**src/rtl/dma_chan_pkg.sv**
```systemverilog
package dma_chan_pkg;

    localparam int CTRL_W = 15;
    localparam int DATA_W = 32;

    // Control word; bit positions matter because software decodes them.
    typedef struct packed {
        logic       m2m;      // 14
        logic [1:0] prio;     // 13:12
        logic [1:0] msize;    // 11:10
        logic [1:0] psize;    // 9:8
        logic       minc;     // 7
        logic       pinc;     // 6
        logic       circ;     // 5
        logic       dir;      // 4
        logic       err_ie;   // 3
        logic       half_ie;  // 2
        logic       done_ie;  // 1
        logic       en;       // 0
    } ctrl_t;

    typedef enum logic [1:0] {
        SEL_CTRL  = 2'd0,
        SEL_COUNT = 2'd1,
        SEL_PADDR = 2'd2,
        SEL_MADDR = 2'd3
    } reg_sel_e;

    typedef enum logic [2:0] {
        ST_IDLE,
        ST_RD_REQ,
        ST_RD_WAIT,
        ST_WR_REQ,
        ST_WR_WAIT
    } seq_state_e;

    function automatic logic [2:0] size_step(input logic [1:0] sz);
        case (sz)
            2'd0:    return 3'd1;
            2'd1:    return 3'd2;
            default: return 3'd4;
        endcase
    endfunction

    function automatic logic [DATA_W-1:0] size_mask(input logic [1:0] sz);
        case (sz)
            2'd0:    return DATA_W'(32'h0000_00FF);
            2'd1:    return DATA_W'(32'h0000_FFFF);
            default: return {DATA_W{1'b1}};
        endcase
    endfunction

endpackage

```
**src/rtl/dma_ch_ctrl_reg.sv**
```systemverilog
module dma_ch_ctrl_reg
    import dma_chan_pkg::*;
#(
    parameter int AW = 32
) (
    input  logic          clk,
    input  logic          rst,
    input  logic          wr,
    input  logic [AW-1:0] wdata,
    input  logic          hw_disable,
    output ctrl_t         ctrl
);
    ctrl_t ctrl_q;
    ctrl_t ctrl_d;

    always_comb begin
        ctrl_d = wr ? ctrl_t'(wdata[CTRL_W-1:0]) : ctrl_q;
        if (hw_disable) begin
            ctrl_d.en = 1'b0;
        end
    end

    always_ff @(posedge clk) begin
        if (rst) begin
            ctrl_q <= '0;
        end else begin
            ctrl_q <= ctrl_d;
        end
    end

    assign ctrl = ctrl_q;
endmodule

```
**src/rtl/dma_ch_counter.sv**
```systemverilog
module dma_ch_counter #(
    parameter int CW = 16
) (
    input  logic          clk,
    input  logic          rst,
    input  logic          wr,
    input  logic [CW-1:0] wdata,
    input  logic          en,
    input  logic          circ,
    input  logic          beat_done,
    output logic [CW-1:0] remain,
    output logic          nonzero,
    output logic          wrap,
    output logic          done_pulse,
    output logic          half_pulse
);
    logic [CW-1:0] prog_q;
    logic [CW-1:0] remain_q;
    logic          half_seen_q;
    logic          done_q;
    logic          half_q;

    logic [CW-1:0] dec;
    logic          is_last;
    logic          half_hit;

    assign dec      = remain_q - CW'(1);
    assign is_last  = (remain_q == CW'(1));
    assign half_hit = (({1'b0, dec} << 1) <= {1'b0, prog_q});
    assign wrap     = beat_done && is_last && circ;

    always_ff @(posedge clk) begin
        if (rst) begin
            prog_q      <= '0;
            remain_q    <= '0;
            half_seen_q <= 1'b0;
            done_q      <= 1'b0;
            half_q      <= 1'b0;
        end else begin
            done_q <= 1'b0;
            half_q <= 1'b0;
            if (wr && !en) begin
                prog_q      <= wdata;
                remain_q    <= wdata;
                half_seen_q <= 1'b0;
            end else if (beat_done) begin
                remain_q <= wrap ? prog_q : dec;
                done_q   <= is_last;
                if (!half_seen_q && half_hit) begin
                    half_q      <= 1'b1;
                    half_seen_q <= 1'b1;
                end
                if (wrap) begin
                    half_seen_q <= 1'b0;
                end
            end
        end
    end

    assign remain     = remain_q;
    assign nonzero    = (remain_q != '0);
    assign done_pulse = done_q;
    assign half_pulse = half_q;
endmodule

```
**src/rtl/dma_ch_addr_ptr.sv**
```systemverilog
module dma_ch_addr_ptr
    import dma_chan_pkg::*;
#(
    parameter int AW = 32
) (
    input  logic          clk,
    input  logic          rst,
    input  logic          wr,
    input  logic [AW-1:0] wdata,
    input  logic          step_en,
    input  logic [1:0]    size,
    input  logic          reload,
    output logic [AW-1:0] cur
);
    logic [AW-1:0] base_q;
    logic [AW-1:0] cur_q;

    always_ff @(posedge clk) begin
        if (rst) begin
            base_q <= '0;
            cur_q  <= '0;
        end else if (wr) begin
            base_q <= wdata;
            cur_q  <= wdata;
        end else if (reload) begin
            cur_q <= base_q;
        end else if (step_en) begin
            cur_q <= cur_q + AW'(size_step(size));
        end
    end

    assign cur = cur_q;
endmodule

```
**src/rtl/dma_ch_seq.sv**
```systemverilog
module dma_ch_seq
    import dma_chan_pkg::*;
#(
    parameter int AW = 32
) (
    input  logic              clk,
    input  logic              rst,
    input  logic              start,
    input  logic [AW-1:0]     src_addr,
    input  logic [AW-1:0]     dst_addr,
    input  logic [1:0]        src_size,
    input  logic [1:0]        dst_size,
    input  logic              bus_ready,
    input  logic              rsp_valid,
    input  logic [DATA_W-1:0] rsp_rdata,
    input  logic              rsp_err,
    output logic              bus_valid,
    output logic              bus_write,
    output logic [AW-1:0]     bus_addr,
    output logic [1:0]        bus_size,
    output logic [DATA_W-1:0] bus_wdata,
    output logic              beat_done,
    output logic              err_hit
);
    seq_state_e        st_q;
    seq_state_e        st_d;
    logic [DATA_W-1:0] data_q;
    logic              waiting;

    assign waiting   = (st_q == ST_RD_WAIT) || (st_q == ST_WR_WAIT);
    assign err_hit   = waiting && rsp_valid && rsp_err;
    assign beat_done = (st_q == ST_WR_WAIT) && rsp_valid && !rsp_err;

    always_comb begin
        st_d = st_q;
        case (st_q)
            ST_IDLE:    if (start) st_d = ST_RD_REQ;
            ST_RD_REQ:  if (bus_ready) st_d = ST_RD_WAIT;
            ST_RD_WAIT: if (rsp_valid) st_d = rsp_err ? ST_IDLE : ST_WR_REQ;
            ST_WR_REQ:  if (bus_ready) st_d = ST_WR_WAIT;
            ST_WR_WAIT: if (rsp_valid) st_d = ST_IDLE;
            default:    st_d = ST_IDLE;
        endcase
    end

    always_ff @(posedge clk) begin
        if (rst) begin
            st_q   <= ST_IDLE;
            data_q <= '0;
        end else begin
            st_q <= st_d;
            if (st_q == ST_RD_WAIT && rsp_valid && !rsp_err) begin
                data_q <= rsp_rdata & size_mask(src_size) & size_mask(dst_size);
            end
        end
    end

    assign bus_valid = (st_q == ST_RD_REQ) || (st_q == ST_WR_REQ);
    assign bus_write = (st_q == ST_WR_REQ);
    assign bus_addr  = bus_write ? dst_addr : src_addr;
    assign bus_size  = bus_write ? dst_size : src_size;
    assign bus_wdata = data_q;
endmodule

```
**src/rtl/dma_chan_engine.sv**
```systemverilog
module dma_chan_engine
    import dma_chan_pkg::*;
#(
    parameter int AW = 32,
    parameter int CW = 16
) (
    input  logic              clk,
    input  logic              rst,
    input  logic              cfg_we,
    input  logic [1:0]        cfg_sel,
    input  logic [AW-1:0]     cfg_wdata,
    input  logic              per_req,
    output logic              bus_valid,
    output logic              bus_write,
    output logic [AW-1:0]     bus_addr,
    output logic [1:0]        bus_size,
    output logic [DATA_W-1:0] bus_wdata,
    input  logic              bus_ready,
    input  logic              bus_rsp_valid,
    input  logic [DATA_W-1:0] bus_rsp_rdata,
    input  logic              bus_rsp_err,
    output logic              evt_done,
    output logic              evt_half,
    output logic              evt_err,
    output logic [15:0]       ctrl_out,
    output logic [CW-1:0]     remain_cnt,
    output logic [AW-1:0]     per_addr,
    output logic [AW-1:0]     mem_addr
);
    localparam int NSIDE = 2;  // 0: peripheral side, 1: memory side

    ctrl_t         ctrl;
    logic          err_hit;
    logic          beat_done;
    logic          cnt_nonzero;
    logic          wrap;
    logic          done_pulse;
    logic          half_pulse;
    logic          err_q;
    logic          start;
    logic [AW-1:0] ptr       [NSIDE];
    logic [1:0]    side_size [NSIDE];
    logic [NSIDE-1:0] side_inc;

    dma_ch_ctrl_reg #(.AW(AW)) u_ctrl (
        .clk        (clk),
        .rst        (rst),
        .wr         (cfg_we && (cfg_sel == SEL_CTRL)),
        .wdata      (cfg_wdata),
        .hw_disable (err_hit),
        .ctrl       (ctrl)
    );

    dma_ch_counter #(.CW(CW)) u_cnt (
        .clk        (clk),
        .rst        (rst),
        .wr         (cfg_we && (cfg_sel == SEL_COUNT)),
        .wdata      (cfg_wdata[CW-1:0]),
        .en         (ctrl.en),
        .circ       (ctrl.circ),
        .beat_done  (beat_done),
        .remain     (remain_cnt),
        .nonzero    (cnt_nonzero),
        .wrap       (wrap),
        .done_pulse (done_pulse),
        .half_pulse (half_pulse)
    );

    assign side_size[0] = ctrl.psize;
    assign side_size[1] = ctrl.msize;
    assign side_inc     = {ctrl.minc, ctrl.pinc};

    for (genvar g = 0; g < NSIDE; g++) begin : g_side
        localparam logic [1:0] SIDE_SEL = (g == 0) ? SEL_PADDR : SEL_MADDR;
        dma_ch_addr_ptr #(.AW(AW)) u_ptr (
            .clk     (clk),
            .rst     (rst),
            .wr      (cfg_we && (cfg_sel == SIDE_SEL)),
            .wdata   (cfg_wdata),
            .step_en (beat_done && side_inc[g]),
            .size    (side_size[g]),
            .reload  (wrap),
            .cur     (ptr[g])
        );
    end

    assign start = ctrl.en && cnt_nonzero && (ctrl.m2m || per_req);

    dma_ch_seq #(.AW(AW)) u_seq (
        .clk       (clk),
        .rst       (rst),
        .start     (start),
        .src_addr  (ctrl.dir ? ptr[1] : ptr[0]),
        .dst_addr  (ctrl.dir ? ptr[0] : ptr[1]),
        .src_size  (ctrl.dir ? side_size[1] : side_size[0]),
        .dst_size  (ctrl.dir ? side_size[0] : side_size[1]),
        .bus_ready (bus_ready),
        .rsp_valid (bus_rsp_valid),
        .rsp_rdata (bus_rsp_rdata),
        .rsp_err   (bus_rsp_err),
        .bus_valid (bus_valid),
        .bus_write (bus_write),
        .bus_addr  (bus_addr),
        .bus_size  (bus_size),
        .bus_wdata (bus_wdata),
        .beat_done (beat_done),
        .err_hit   (err_hit)
    );

    always_ff @(posedge clk) begin
        if (rst) begin
            err_q <= 1'b0;
        end else begin
            err_q <= err_hit;
        end
    end

    assign evt_done = done_pulse && ctrl.done_ie;
    assign evt_half = half_pulse && ctrl.half_ie;
    assign evt_err  = err_q && ctrl.err_ie;
    assign ctrl_out = {1'b0, ctrl};
    assign per_addr = ptr[0];
    assign mem_addr = ptr[1];
endmodule

```
**config.mk**
```make
export PLATFORM = sky130hd
export DESIGN_NAME = dma_chan_engine
export DESIGN_NICKNAME = d
export VERILOG_FILES = /design/src/rtl/dma_chan_pkg.sv /design/src/rtl/dma_ch_ctrl_reg.sv /design/src/rtl/dma_ch_counter.sv /design/src/rtl/dma_ch_addr_ptr.sv /design/src/rtl/dma_ch_seq.sv /design/src/rtl/dma_chan_engine.sv
export SDC_FILE = /design/constraint.sdc
export NUM_CORES = 1
export LEC_CHECK = 0
export BUFFER_PORTS_ARGS = -buffer_cell sky130_fd_sc_hd__buf_2
export CAP_MARGIN = 20
export CELL_PAD_IN_SITES_DETAIL_PLACEMENT = 0
export CELL_PAD_IN_SITES_GLOBAL_PLACEMENT = 2
export CORE_MARGIN = 5
export CORE_UTILIZATION = 34
export DETAILED_ROUTE_END_ITERATION = 10
export PLACE_DENSITY = 0.87
export REMOVE_ABC_BUFFERS = 1
export SLEW_MARGIN = 20
export SYNTH_ARGS = -nofsm -noshare
export SYNTH_HDL_FRONTEND = slang
export SYNTH_SLANG_ARGS = --single-unit
export TNS_END_PERCENT = 30
```
**constraint.sdc**
```tcl
create_clock -name clk -period 5.6 [get_ports clk]
set_input_delay 1.12 -clock clk [delete_from_list [all_inputs] [get_ports clk]]
set_output_delay 1.12 -clock clk [all_outputs]
set_load 0.01 [all_outputs]
```
### After elaboration in Yosys (flattened, before gate mapping)

Index checks and enable logic that the tools add are counted.

| word-level totals | value |
|---|---|
| register bits after elaboration | 214 |
| bits of input ports | 73 |
| output and inout port bits | 167 |
| word-level logic and storage cells | 132 |

| operators by class | value |
|---|---|
| add/sub/neg operators | 3 |
| magnitude comparators | 1 |
| eq/ne operators | 17 |
| mux-type cells | 41 |
| bitwise operators | 3 |
| reduce and logical (&&, ||, !) cells | 43 |

Operator list:

| operator | number |
|---|---|
| $mux W32 | 13 |
| $pmux W32 S2 | 2 |
| $add A32 B3 Y32 | 2 |
| $and A32 B32 Y32 | 2 |
| $mux W16 | 3 |
| $mux W3 | 13 |
| $logic_and A1 B1 Y1 | 21 |
| $le A17 B16 Y1 | 1 |
| $eq A16 B1 Y1 const B | 1 |
| $reduce_bool A16 Y1 | 1 |
| $sub A16 B1 Y16 const B | 1 |
| $pmux W3 S5 | 1 |
| $pmux W3 S2 | 2 |
| $eq A2 B1 Y1 const B | 5 |
| $logic_not A2 Y1 | 5 |
| $ne A2 B2 Y1 const B | 5 |
| $mux W2 | 4 |
| $eq A3 B2 Y1 const B | 2 |
| $reduce_bool A3 Y1 | 2 |
| $reduce_and A5 Y1 | 1 |
| $eq A2 B2 Y1 const B | 2 |
| $reduce_bool A2 Y1 | 2 |
| $reduce_or A2 Y1 | 2 |
| $eq A3 B1 Y1 const B | 1 |
| 8 further kinds | 14 |

### Logic depth before layout (Yosys ltp)

| logic depth | value |
|---|---|
| depth after elaboration | 12 |
| gate-level depth with buffers | 13 |
| gate-level depth less buffers | 12 |

### Hierarchy

From an unflattened synthesis, not the netlist that was laid out.

| second synthesis, totals | value |
|---|---|
| cell total of the unflattened synthesis | 1531 |
| area, all modules | 13160.1 um^2 |

Modules (own cells, without submodules):

| module | times used | cells an instance | area each (um^2) | seq. area each (um^2) |
|---|---|---|---|---|
| dma_ch_addr_ptr at g_side[1].u_ptr | 1 | 446 | 3643.5 | 1281.2 |
| dma_ch_addr_ptr at g_side[0].u_ptr | 1 | 438 | 3555.9 | 1281.2 |
| dma_ch_counter | 1 | 295 | 2402.3 | 700.7 |
| dma_ch_seq | 1 | 214 | 1991.9 | 700.7 |
| dma_chan_engine | 1 | 90 | 1023.5 | 20.0 |
| dma_ch_ctrl_reg | 1 | 48 | 543.0 | 300.3 |

### Worst setup path after synthesis

Ideal clock, no wire load.

| timing path | value |
|---|---|
| kind | reg-to-output |
| start point | register u_seq.st_q[0] |
| end point | output bus_addr[18] |
| arrival | 2172 ps |
| data required time | 4480 ps |
| path slack | 2308 ps |
| cell stages (with the launch flop) | 8 |
| path buffers | 3 |
| cell sequence | dfxtp_1 -> clkbuf_1 -> nor2b_1 -> and2_1 -> xnor2_1 -> buf_2 -> buf_1 -> mux2_2 |

| on the way | value |
|---|---|
| cells in the longest elaborated chain, start to end | 2 |

Ends and longest elaborated chain:

| item | line | source |
|---|---|---|
| start: declaration | dma_ch_seq.sv:25 | `seq_state_e st_q;` |
| start signal: assignment | dma_ch_seq.sv:51 | `st_q <= st_d;` |
| $eq A3 B2 Y1 | dma_ch_seq.sv:59 | `assign bus_write = (st_q == ST_WR_REQ);` |
| net bus_write | dma_chan_engine.sv:14 | `output logic bus_write,` |
| $mux W32 | dma_ch_seq.sv:60 | `assign bus_addr = bus_write ? dst_addr : src_addr;` |
| end: declaration | dma_chan_engine.sv:15 | `output logic [AW-1:0] bus_addr,` |

The timed path passes the listed nets, and every way through them passes these cells.

### Final worst setup path

| timing path | value |
|---|---|
| start point | register u_seq.st_q[0] |
| end point | output bus_addr[13] |

| on the way | value |
|---|---|
| cells in the longest elaborated chain, start to end | 2 |

Ends and longest elaborated chain:

| item | line |
|---|---|
| $eq A3 B2 Y1 | dma_ch_seq.sv:59 |
| $mux W32 | dma_ch_seq.sv:60 |

Every way passes these cells.

==> reports/metrics.cfg <==
[floorplanning]
core_um2 = 32500
dieWidth_um = 191
ios = 240
dieHeight_um = 191
fp-row-count = 66
start_util = 0.343
dieArea_um2 = 36500

[logic_synthesis]
ys_top_cells_by_count = 280 x nand2_1, 214 x dfxtp_1, 157 x a21oi_1
synthDistinctLibCells = 76
synth_compound_area_frac = 0.217
synth-edff-count = 0
seq_area_frac_synth = 0.384
syn_inst = 1420
synth_top_family_by_area = simple AND/OR/NAND/NOR gates
synth_top_area_cell = dfxtp_1
synth_area_per_cell_um2 = 7.85
async_reset_ff_frac = 0
synth_mux_area_frac = 0.0359
ys_warn_count = 0
synth-seq-cells = 214
synth-xor-area-share = 0.0448
syn-cell-area_um2 = 11100
synth-simple-area-share = 0.237
ys_top_cells_by_area = dfxtp_1 38%, nand2_1 9.4%, a21oi_1 7.1%, mux2_2 3.2%, nor2_1 3.2%
yosys.area.top_type_share = 0.384
synth-adder-area-share = 0.0294
ys.flop_type = dfxtp_1
synth.most_common_cell = nand2_1

[sta]
skew_ns = 0.00887
period_minus_slack_ns = 3.75
period_share = 0.670
setup_violations = 0
finalWorstSetupSlack_ns = 1.85
hold_viol = 0
whs_ns = 0.421
fin_tns_setup_ns = 0
worstMarginPinSlew_ns = 0.937
slew_viol_final = 0
rsz0062_at_grt = no
maxSlewHeadroom = 0.371
fmaxAchievable_ghz = 0.267

[worst_setup_path]
crit-reg2reg-launch = u_cnt.remain[2]
worstPathMaxFanout = 38
rrSetupSlack_ns = 2.02
worstPathArrival_ns = 2.63
rr_worst_depth = 11
startpoint_type = flip-flop
slowest_delay_ns = 0.47
path_depth = 6
required_ns = 4.48
crit_type = flip-flop to output pin
timing.rr.end = u_cnt.half_seen_q
cp_top_family = buffers and inverters
crit_slowest_cell = dfxtp_1
crit_buf_inv = 2
cp_cell_sequence = nor2b_1 -> and2_1 -> xnor2_2 -> buf_4 -> mux2_2 -> buf_2
critPathCaptureType = output pin

[power_and_ir_drop]
p_per_area_nw_per_um2 = 281
leakage_nw = 5.41
switching_share = 0.264
p_seq_frac = 0.429
peakVddDrop_v = 0.000173
p_sw_mw = 1.01
p_comb_frac = 0.114
pwr-share-clk = 0.457
p_int_mw = 2.81
p_total_mw = 3.81

[grt]
grt_pass1_wl_mm = 64.1
antenna_found_initial = 0
grt_pass1_vias = 10900
grt_usage = 0.220
grt_max_degree = 87
gr-total-overflow = 0

[cts]
cts_tree = built
clk_path_buf_depth = 3
cts_buffers = 25
cts_resized = 0
cts-root-buf = clkbuf_16
cts.sinks = 214
postCtsHoldBufs = 0
cts.reportedPaths.clkPinSlew_ns = 0.06
clock_latency_ns = 0.52
postCtsSetupBuffers = 0
cts_max_level = 1

[drt]
route.detailed.drc = 0
drt_iter0_markers = 866
firstDrtPassIters = 6
detail-route-antenna-nets = 0
routed_wl_mm = 41.8
num_vias = 11400
avgRoutedWirePerCell_um = 20.3
vias_per_cell = 5.52

[layout]
layout-drive-gt1-share = 0.221
fin_util = 0.418
area.growth.synth_to_final_pct = 21.6
nNetsFinal = 1704
diodes = 0

[place]
numPortBuffers = 238
preCtsSetupSlack_ns = 1.95
gp_congestion = 0.896
dpl.hpwl_mm = 29.7

[worst_hold_path]
min_path_cells = 1
min_from = u_cnt.half_seen_q
min_delay_worst_endpoint = u_cnt.half_pulse
hold_class = flip-flop to flip-flop

[status]
status = finished, final reports clean

[job]
drv_cap = 0

-- registers in the layout, summed over array words and instances, names as in the netlist --
| register | count |
|---|---|
| g_side.u_ptr.cur | 64 |
| u_seq.st_q | 3 |
| u_cnt.half_seen_q | 1 |
| err_q | 1 |
| u_cnt.half_pulse | 1 |
| u_cnt.done_pulse | 1 |
| u_cnt.remain | 16 |
| u_seq.bus_wdata | 32 |
| u_ctrl.ctrl | 15 |
| g_side.u_ptr.base_q | 64 |
| u_cnt.prog_q | 16 |
-- metrics by stage --
| step | instances | instance area, µm² |
|---|---|---|
| finish | 2065 | 13600 |
| global route | 2065 | 13600 |
| CTS | 2065 | 13600 |
| detailed placement | 2021 | 12700 |
| global placement | 2021 | 12700 |
| floorplan | 1319 | 10700 |
-- layout make-up --
type	count	area [µm²]
clock inverters	10	153
clock buffers	34	709
well taps	442	553
multi-input cells	1069	6350
flip-flops and latches	214	4280
inverters	36	135
repair buffers	260	1360
fillers	3392	18900
-- how the worst max path moves through the flow --
stage	from	endpoint	slack (ns)
global route	u_cnt.remain[2]	u_cnt.half_seen_q	1.69
finish	u_seq.st_q[0]	bus_addr[13]	1.85
detailed placement	bus_rsp_err	g_side[1].u_ptr.cur[26]	1.95
CTS	u_seq.st_q[0]	bus_addr[13]	1.83
floorplan	bus_rsp_err	g_side[1].u_ptr.cur[27]	1.27
global placement	bus_rsp_err	g_side[1].u_ptr.cur[26]	2.00
-- layout by cell type, fill, tap and decap left out, types with 14 or more instances in the layout --
cell type / count
a211oi_1: 25
a21o_1: 15
a21oi_1: 157
a31oi_1: 15
and3_1: 14
buf_2: 237
buf_4: 22
clkbuf_16: 25
dfxtp_1: 214
ha_1: 23
inv_1: 36
mux2_2: 32
nand2_1: 280
nand3_1: 53
nand4_1: 25
nor2_1: 93
nor3_1: 26
nor4_1: 14
o211ai_1: 18
o21ai_0: 37
xnor2_1: 25
xor2_1: 31
-- power by group through the flow --
stage	logic, mW	registers, mW	clock network [mW]
final	0.433	1.64	1.74
after global routing	0.482	1.64	1.84
after CTS	0.434	1.64	1.78
after detailed placement	0.433	1.67	0
after global placement	0.430	1.67	0
after floorplan	0.235	1.66	0
-- kinds of logic (layout without fill, tap and decap cells) --
logic type | after synthesis | in the layout
AND/OR/NAND/NOR | 572 | 572
AO/OA/AOI/OAI | 378 | 378
flip-flops | 214 | 214
buffers and inverters | 137 | 340
XOR/XNOR | 57 | 57
multiplexers | 36 | 36
adder cells (fa/ha/maj) | 25 | 25
other | 1 | 1
-- worst reg2reg max path, stage by stage (launching register included) --
cell       delay (ns)
dfxtp_1          0.39
nor4_4           0.52
nand3_1          0.25
or4_1            0.46
xnor2_1          0.22
ha_1             0.30
o211ai_1         0.17
o221ai_1         0.13
a211o_1          0.31
a211oi_1         0.19
o21ai_0          0.14
a2111oi_0        0.38
-- layer usage --
layer  wire length [µm]  GRT usage  up-vias
met3               3210     0.0378       35
met2              18900      0.355      431
li1                   -          -     5430
met1              19100      0.312     5503
met5                  0          0        -
met4                586     0.0414        0
Note: power is estimated with default switching activity, not from simulation.
